**src/rtl/fsr_pkg.sv**
```systemverilog
package fsr_pkg;

  typedef enum logic [1:0] {
    OP_PROG  = 2'd0,
    OP_SECT  = 2'd1,
    OP_BLOCK = 2'd2,
    OP_CHIP  = 2'd3
  } opKind_e;

  // Strobes from control to datapath
  typedef struct packed {
    logic    busy;    // operation running, reads show status
    logic    commit;  // last busy cycle: apply the array update
    opKind_e kind;    // latched operation kind
    logic    tgl;     // current toggle-bit value
  } ctlStrobes_t;

  localparam int unsigned WORD_W = 16;

endpackage

```
**src/rtl/fsr_ctrl.sv**
```systemverilog
module fsr_ctrl
  import fsr_pkg::*;
#(
  parameter int unsigned ADDR_W    = 6,
  parameter int unsigned PROG_CYC  = 5,
  parameter int unsigned ERASE_CYC = 12,
  parameter int unsigned CHIP_CYC  = 20
) (
  input  logic                clk,
  input  logic                rstN,
  input  logic                startValid,
  input  logic [1:0]          startKind,
  input  logic [ADDR_W-1:0]   startAddr,
  input  logic [WORD_W-1:0]   startData,
  input  logic                rdEn,
  output ctlStrobes_t         strb,
  output logic [ADDR_W-1:0]   opAddr,
  output logic [WORD_W-1:0]   opData,
  output logic                done
);

  localparam int unsigned MAX_CYC = (CHIP_CYC > ERASE_CYC) ?
                                    ((CHIP_CYC > PROG_CYC) ? CHIP_CYC : PROG_CYC) :
                                    ((ERASE_CYC > PROG_CYC) ? ERASE_CYC : PROG_CYC);
  localparam int unsigned CNT_W = $clog2(MAX_CYC + 1);
  localparam logic [CNT_W-1:0] PROG_LOAD  = CNT_W'(PROG_CYC - 1);
  localparam logic [CNT_W-1:0] ERASE_LOAD = CNT_W'(ERASE_CYC - 1);
  localparam logic [CNT_W-1:0] CHIP_LOAD  = CNT_W'(CHIP_CYC - 1);

  logic             busyQ;
  logic [CNT_W-1:0] cntQ;
  opKind_e          kindQ;
  logic             tglQ;
  logic             prevRdQ;
  logic [CNT_W-1:0] loadVal;
  logic             lastCycle;
  opKind_e          reqKind;

  assign reqKind   = opKind_e'(startKind);
  assign lastCycle = busyQ && (cntQ == '0);

  always_comb begin
    case (reqKind)
      OP_PROG:  loadVal = PROG_LOAD;
      OP_CHIP:  loadVal = CHIP_LOAD;
      default:  loadVal = ERASE_LOAD;
    endcase
  end

  always_ff @(posedge clk) begin
    if (!rstN) begin
      busyQ   <= 1'b0;
      cntQ    <= '0;
      kindQ   <= OP_PROG;
      opAddr  <= '0;
      opData  <= '0;
      tglQ    <= 1'b0;
      prevRdQ <= 1'b0;
      done    <= 1'b0;
    end else begin
      prevRdQ <= rdEn;
      done    <= lastCycle;
      if (busyQ && prevRdQ && !rdEn) begin
        tglQ <= ~tglQ;
      end
      if (!busyQ) begin
        if (startValid) begin
          busyQ  <= 1'b1;
          kindQ  <= reqKind;
          opAddr <= startAddr;
          opData <= startData;
          cntQ   <= loadVal;
        end
      end else if (cntQ == '0) begin
        busyQ <= 1'b0;
      end else begin
        cntQ <= cntQ - 1'b1;
      end
    end
  end

  assign strb.busy   = busyQ;
  assign strb.commit = lastCycle;
  assign strb.kind   = kindQ;
  assign strb.tgl    = tglQ;

  AST_DONE_SINGLE: assert property (@(posedge clk) disable iff (!rstN)
    done |=> !done);
  AST_DONE_ON_FALL: assert property (@(posedge clk) disable iff (!rstN)
    $fell(busyQ) |-> done);
  AST_BUSY_HOLDS_OP: assert property (@(posedge clk) disable iff (!rstN)
    busyQ |=> $stable(kindQ) && $stable(opAddr) && $stable(opData));
  AST_TGL_FROZEN_IDLE: assert property (@(posedge clk) disable iff (!rstN)
    !busyQ |=> $stable(tglQ));

endmodule

```
**src/rtl/fsr_datapath.sv**
```systemverilog
module fsr_datapath
  import fsr_pkg::*;
#(
  parameter int unsigned ADDR_W = 6,
  parameter int unsigned SECT_W = 2,
  parameter int unsigned BLK_W  = 4
) (
  input  logic                clk,
  input  logic                rstN,
  input  ctlStrobes_t         strb,
  input  logic [ADDR_W-1:0]   opAddr,
  input  logic [WORD_W-1:0]   opData,
  input  logic [ADDR_W-1:0]   rdAddr,
  output logic [WORD_W-1:0]   rdData
);

  localparam int unsigned DEPTH = 1 << ADDR_W;

  logic [WORD_W-1:0] mem [DEPTH];
  logic [DEPTH-1:0]  eraseHit;
  logic              pollBit;

  // Which words the latched erase covers
  for (genvar i = 0; i < DEPTH; i++) begin : g_hit
    localparam logic [ADDR_W-1:0] IDX = ADDR_W'(i);
    always_comb begin
      case (strb.kind)
        OP_SECT:  eraseHit[i] = (IDX[ADDR_W-1:SECT_W] == opAddr[ADDR_W-1:SECT_W]);
        OP_BLOCK: eraseHit[i] = (IDX[ADDR_W-1:BLK_W]  == opAddr[ADDR_W-1:BLK_W]);
        OP_CHIP:  eraseHit[i] = 1'b1;
        default:  eraseHit[i] = 1'b0;
      endcase
    end
  end

  always_ff @(posedge clk) begin
    if (!rstN) begin
      for (int i = 0; i < DEPTH; i++) mem[i] <= '1;
    end else if (strb.commit) begin
      if (strb.kind == OP_PROG) begin
        mem[opAddr] <= mem[opAddr] & opData;
      end else begin
        for (int i = 0; i < DEPTH; i++) begin
          if (eraseHit[i]) mem[i] <= '1;
        end
      end
    end
  end

  assign pollBit = (strb.kind == OP_PROG) ? ~opData[7] : 1'b0;

  always_comb begin
    if (strb.busy) begin
      rdData = {8'h00, pollBit, strb.tgl, 6'h00};
    end else begin
      rdData = mem[rdAddr];
    end
  end

  AST_ERASE_FILLS: assert property (@(posedge clk) disable iff (!rstN)
    strb.commit && (strb.kind != OP_PROG) |=> mem[$past(opAddr)] == '1);
  AST_PROG_ONLY_CLEARS: assert property (@(posedge clk) disable iff (!rstN)
    strb.commit && (strb.kind == OP_PROG) |=>
      (mem[$past(opAddr)] & ~$past(mem[opAddr])) == '0);

endmodule

```
**src/rtl/flash_status_reader.sv**
```systemverilog
module flash_status_reader
  import fsr_pkg::*;
#(
  parameter int unsigned ADDR_W    = 6,
  parameter int unsigned SECT_W    = 2,
  parameter int unsigned BLK_W     = 4,
  parameter int unsigned PROG_CYC  = 5,
  parameter int unsigned ERASE_CYC = 12,
  parameter int unsigned CHIP_CYC  = 20
) (
  input  logic              clk,
  input  logic              rstN,
  input  logic              startValid,
  input  logic [1:0]        startKind,
  input  logic [ADDR_W-1:0] startAddr,
  input  logic [15:0]       startData,
  input  logic              rdEn,
  input  logic [ADDR_W-1:0] rdAddr,
  output logic [15:0]       rdData,
  output logic              busy,
  output logic              done
);

  ctlStrobes_t       strb;
  logic [ADDR_W-1:0] opAddr;
  logic [WORD_W-1:0] opData;

  fsr_ctrl #(
    .ADDR_W(ADDR_W), .PROG_CYC(PROG_CYC),
    .ERASE_CYC(ERASE_CYC), .CHIP_CYC(CHIP_CYC)
  ) u_ctrl (
    .clk(clk), .rstN(rstN), .startValid(startValid), .startKind(startKind),
    .startAddr(startAddr), .startData(startData), .rdEn(rdEn),
    .strb(strb), .opAddr(opAddr), .opData(opData), .done(done)
  );

  fsr_datapath #(
    .ADDR_W(ADDR_W), .SECT_W(SECT_W), .BLK_W(BLK_W)
  ) u_dp (
    .clk(clk), .rstN(rstN), .strb(strb), .opAddr(opAddr), .opData(opData),
    .rdAddr(rdAddr), .rdData(rdData)
  );

  assign busy = strb.busy;

endmodule

```
**config.mk**
```make
export PLATFORM = sky130hd
export DESIGN_NAME = flash_status_reader
export DESIGN_NICKNAME = d
export VERILOG_FILES = /design/src/rtl/fsr_pkg.sv /design/src/rtl/fsr_ctrl.sv /design/src/rtl/fsr_datapath.sv /design/src/rtl/flash_status_reader.sv
export SDC_FILE = /design/constraint.sdc
export NUM_CORES = 2
export LEC_CHECK = 0
export ABC_AREA = 1
export BUFFER_PORTS_ARGS = -buffer_cell sky130_fd_sc_hd__buf_4
export CELL_PAD_IN_SITES_DETAIL_PLACEMENT = 1
export CELL_PAD_IN_SITES_GLOBAL_PLACEMENT = 1
export CORE_AREA = 2 2 350 352
export CTS_BUF_LIST = sky130_fd_sc_hd__clkbuf_8 sky130_fd_sc_hd__clkbuf_16
export DETAILED_ROUTE_END_ITERATION = 12
export DIE_AREA = 0 0 352 354
export PLACE_DENSITY = 0.81
export SYNTH_ARGS = -nofsm -noshare
export SYNTH_HDL_FRONTEND = slang
export SYNTH_SLANG_ARGS = --single-unit
```
**constraint.sdc**
```tcl
create_clock -name clk -period 3.8 [get_ports clk]
set_clock_uncertainty 0.2 [all_clocks]
set_input_delay 0.19 -clock clk [delete_from_list [all_inputs] [get_ports clk]]
set_output_delay 0.19 -clock clk [all_outputs]
set_load 0.02 [all_outputs]
```
# Word-level counts from Yosys, hierarchy flattened
# Memory sizes are Yosys's and may differ from the RTL's. A register that Yosys moved wholly into a read port is not among the register bits.
# Cells that the tools add are included.
# classes
addsub	1
n_mux	179
n_div	0
n_eq_ne	23
reduce_logical	13
bitwise	68
mul	0
n_shift	0
order_cmp	0
# ops
op	count
two-way mux 16 bit	66
two-way mux 1 bit	90
bitwise OR 1 bit	64
case mux 1 bit (3 select lines)	16
== test 4 bit, first input constant	8
two-way mux 6 bit	3
bitwise AND 16 bit	1
== test 3 x 4 -> 1 bit, first input constant	4
OR reduction 16 bit	1
two-way mux 5 bit	3
case mux 5 bit (2 select lines)	1
== test 2 x 4 -> 1 bit, first input constant	2
== test 2 bit, second input constant	3
logical NOT 2 bit	3
logical NOT 5 bit	1
subtractor 5 x 1 -> 5 bit, second input constant	1
== test 1 x 4 -> 1 bit, first input constant	1
== test 2 bit, first input constant	2
logical NOT 4 bit	1
AND reduction 2 bit	2
logical AND 1 bit	3
NOT 1 bit	3
== test 1 x 2 -> 1 bit, first input constant	1
== test 2 x 1 -> 1 bit, second input constant	1
other kinds (3)	3
# word_totals
word_cells	293
inputBits	34
ramBits	1024
mem_bits_ro	0
register_bits	33
output_inout_bits	18
latch_bits	0
memories	1
# memory_table
memory	words	word_bits	rd	rd_ports_with_merged_regs	wr	line_no	rtl
u_dp.mem	64	16	2	1	64	fsr_datapath.sv:19	logic [WORD_W-1:0] mem [DEPTH];

# Longest topological paths before layout
# logic_depth
ltp_word	9
mapped_depth	15
mapped_depth_nobuf	11

# Cells and area by module
# Synthesis repeated with hierarchy kept, for this count alone.
# hier_totals
cells_unflattened	7801
area_unflattened_um2	59721.0
# modules_own_cells
module	area_per_inst_um2	cells_each	seq_area_each_um2	instances
fsr_datapath	58373.5	7627	30749.5	1
fsr_ctrl	1347.5	174	660.6	1

# Worst setup path before layout
# Ideal clock, no wire load.
# synth_timing
path_kind	register to register
startpoint	reg u_ctrl.cntQ[0]
endpoint	mem u_dp.mem[48][0], enable pin
setup_slack_ns	0.429
t_arrival_ns	2.760
synth_period_minus_slack_ns	3.371
n_path_buf	1
setup_time_ns	0.411
t_required_ns	3.189
stages_incl_launch_ff	12
path_cell_list	dfxtp_1 inv_1 ha_1 nand3_2 nor2_4 inv_2 nor2_4 nand2_4 nor2_8 nand2_4 buf_4 o21ai_0
# synth_lines
item	line_no	rtl
start, declared	fsr_ctrl.sv:31	logic [CNT_W-1:0] cntQ;
start signal, assigned	fsr_ctrl.sv:72	cntQ <= loadVal;
start signal, assigned	fsr_ctrl.sv:77	cntQ <= cntQ - 1'b1;
end, declared	fsr_datapath.sv:19	

==> run_results.csv <==
group,metric,value,unit
floorplan,rows,128,
worst_setup_path,cp_top_family,"simple AND/OR/NAND/NOR gates",
global_route,track_usage,40.93,%
placement,gp_congestion,0.9410,
logic_synthesis,synthFlopType,"edfxtp_1",
global_route,grt_pass1_wl,379.8,mm
worst_setup_path,path_cells,"inv_8 -> buf_6 -> nand3_1 -> nand3_1 -> nand2_1 -> nand2_1 -> nand3_1 -> nand3_1 -> nand2_1 -> nand2_4 -> buf_12 -> nand2_1",
global_route,grt_max_degree,99,
logic_synthesis,yosysTopAreaCellShare,52.37,%
worst_setup_path,startpoint_type,"flop",
power,switchingPower,0.009338,W
logic_synthesis,yosysMostFrequentCell,"nand2_1",
sta,fin_crit_sh,97.76,%
cts,clock_path_buffers,3,
logic_synthesis,ys_top_cells_by_count,"nand2_1 (3627), nand3_1 (1741), edfxtp_1 (1024), clkbuf_1 (265), buf_2 (259)",
hold_path,hp-class,"input port to flop",
logic_synthesis,yosysTopAreaCell,"edfxtp_1",
detailed_routing,drtIter0Drc,7895,
floorplan,die_area,0.1246,mm²
worst_setup_path,path_buf_inv,3,
worst_setup_path,cpMaxStageDelayCell,"dfxtp_4",
power,p_int,0.02043,W
detailed_routing,postRouteAntennaNets,0,
worst_setup_path,critPathKind,"flop to flop",
sta,setup_tns,0,ps
logic_synthesis,syn-cell-area,0.05872,mm²
power,clkPwrFrac,38.0,%
cts,cts-buffers-inserted,120,
final_layout,register_area,0.03154,mm²
sta,rsz0062_at_grt,"false",
placement,pre_cts_ws,187.8,ps
global_route,grt_pass1_vias,58664,
final_layout,multi_input_area,0.02433,mm²
cts,clkSlewWorstSetupHoldPaths,60,ps
power,swShare,31.37,%
logic_synthesis,yosysUniqueCellTypes,28,
power,vdd_ir_drop_max,451.8,µV
logic_synthesis,synth_area_leaders,"edfxtp_1 (52%), nand2_1 (23%), nand3_1 (15%)",
logic_synthesis,yosysWarnings,0,
power,p_per_area,453.6,mW/mm²
placement,dp_hpwl,159.8,mm
placement,numPlacedInstances,8738,
placement,io_buffers,51,
detailed_routing,vias,57838,
detailed_routing,drc,0,
floorplan,coreArea,0.1209,mm²
detailed_routing,dr.pass1.iters,7,
cts,cts_tree,"built",
final_layout,synthToLayoutAreaGrowth,11.78,%
global_route,grt_overflow,0,
sta,slew_headroom,-0.7674,%
final_layout,layout-drive-gt1-share,8.514,%
final_layout,fillers,14503,
logic_synthesis,ys_seq_area_share,53.70,%
global_route,antenna_found_initial,7,
logic_synthesis,avgSynthCellArea,7.933,µm²
final_layout,fin_cells,9002,
final_layout,num-nets-final,7310,
detailed_routing,wire_per_inst,28.97,µm
worst_setup_path,cp.arrival,3980,ps
logic_synthesis,synthArstFlopShare,0,%
power,leakage,25.46,nW
logic_synthesis,netlist_instances,7402,
power,p_seq_share,43.5,%
sta,setup_viol,0,
logic_synthesis,ys_seq_elements,1063,
detailed_routing,viasPerCell,6.425,
job,cap_viol_max_count,1,
sta,slew_violations,1,
sta,tightest_slew,1496,ps
cts,cts_sinks,1063,
sta,final.setup.worst_slack,84.93,ps
floorplan,fp.dieH,354,µm
logic_synthesis,synth_nets,7440,
worst_setup_path,slowest_delay,460,ps
worst_setup_path,end_kind,"flop",
logic_synthesis,synth-edff-count,1024,
cts,clk_latency,760,ps
sta,fin_crit,3715,ps
status,status,"finished with violations",
detailed_routing,drt-total-wl,260.8,mm
cts,root_buffer,"clkbuf_16",
worst_setup_path,cp.required,4060,ps
floorplan,die_x,352,µm
status,violations,"capacitance limit, slew limit",
cts,htreeDepth,3,
floorplan,start_util,48.56,%
power,combPwrFrac,18.6,%
sta,max_freq,269.2,MHz
sta,hold_violations,0,
floorplan,io_pins,52,
worst_setup_path,crit_fanout,48,
cells by family (layout without fill, tap and decap cells):
family / Yosys count / count (layout) / share of synthesized area [%]
XOR/XNOR: 2 / 2 / 0.02984
AND/OR/NAND/NOR: 5513 / 5513 / 39.82
other: 0 / 1 / 0
buffers and inverters: 679 / 653 / 5.157
flip-flops: 1063 / 1063 / 53.70
adder cells (fa/ha/maj): 4 / 4 / 0.08524
AO/OA/AOI/OAI: 141 / 141 / 1.215
metrics by stage:
stage | total power [W] | area [µm²] | util [%] | hold slack (ps)
3_3_place_gp | 0.01824 | 61510 | 50.87 | 182.5
4_1_cts | 0.02946 | 65570 | 54.23 | 87.38
3_5_place_dp | 0.01838 | 61510 | 50.87 | 195.7
2_1_floorplan | 0.01607 | 58720 | - | 87.63
5_1_grt | 0.03038 | 65630 | 54.28 | 220.7
6_report | 0.02977 | 65630 | 54.28 | 202.7
path summary, 6_finish.rpt:
kind | to | from | slack (ps) | depth (start not counted)
worst max-delay path | u_dp.mem[19][8]$_SDFFCE_PN1P_ | flop | 80 | 12
worst min-delay path | u_ctrl.opData[4]$_SDFFE_PN0P_ | startValid | 200 | 5
worst max register to register | u_dp.mem[19][8]$_SDFFCE_PN1P_ | flop | 80 | 12
worst min register to register | u_ctrl.cntQ[1]$_SDFFE_PN0P_ | u_ctrl.cntQ[1]$_SDFFE_PN0P_ | 280 | 2
layout make-up:
cell class | instances | area share [%]
Sequential cell | 1063 | 48.06
Multi-Input combinational cell | 5660 | 37.08
Timing Repair Buffer | 379 | 5.761
Clock buffer | 123 | 4.655
Tap cell | 1625 | 3.098
Clock inverter | 103 | 0.9932
Inverter | 48 | 0.3508
Antenna cell | 1 | 0.003813
cell usage in the layout, fill, tap and decap left out, types with 18 or more instances in the layout:
cell | synthesis | routed
edfxtp_1 | 1024 | 1024
nand2_1 | 3627 | 3627
nand2_4 | 8 | 24
clkbuf_16 | 0 | 122
inv_1 | 41 | 65
dfxtp_1 | 39 | 35
o21ai_2 | 0 | 24
o21ai_1 | 0 | 35
clkinv_1 | 0 | 44
nor2_2 | 37 | 37
clkinv_2 | 1 | 18
nand3_1 | 1741 | 1740
dlygate4sd3_1 | 0 | 35
nor2_1 | 53 | 53
a21oi_1 | 45 | 45
buf_4 | 23 | 275
o21ai_0 | 93 | 34
buf_12 | 0 | 63
sequential cells by signal (all words and copies together), names as in the netlist, named ones only:
register / flops
u_ctrl.busyQ: 1
u_ctrl.cntQ: 5
u_ctrl.done: 1
u_ctrl.kindQ: 2
u_ctrl.opAddr: 6
u_ctrl.opData: 16
u_ctrl.prevRdQ: 1
u_ctrl.tglQ: 1
u_dp.mem: 1024
power by group through the flow:
stage                     registers (W)  logic [W]  clock network [W]
after CTS                        0.0129    0.00528             0.0112
after detailed placement         0.0132    0.00520                  0
after global routing             0.0129    0.00575             0.0117
final                            0.0129    0.00553             0.0113
after global placement           0.0132    0.00506                  0
after floorplan                  0.0132    0.00292                  0
tightest hold or removal path: cells and delay by family:
kind | cells | cell delay (ps)
simple gates | 2 | 370
buf+inv | 2 | 250
compound gates | 1 | 290
per-layer routing:
| metal | share of wire [%] | track usage, % | vias up |
|---|---|---|---|
| met4 | 8.2 | 29.10 | 12 |
| met5 | 0.026 | 0 | - |
| li1 | - | - | 24387 |
| met2 | 45 | 64.33 | 3874 |
| met3 | 11 | 9.990 | 1041 |
| met1 | 35 | 49.50 | 28524 |
repair_timing:
item / CTS / global route
endpoints found under the hold margin: 38 / 0
hold buffers: 35 / 0
resized for setup: 0 / 6
setup buffers: 0 / 0
setup endpoints to repair: 0 / 8
No activity file was read; power rests on OpenSTA's default activity.
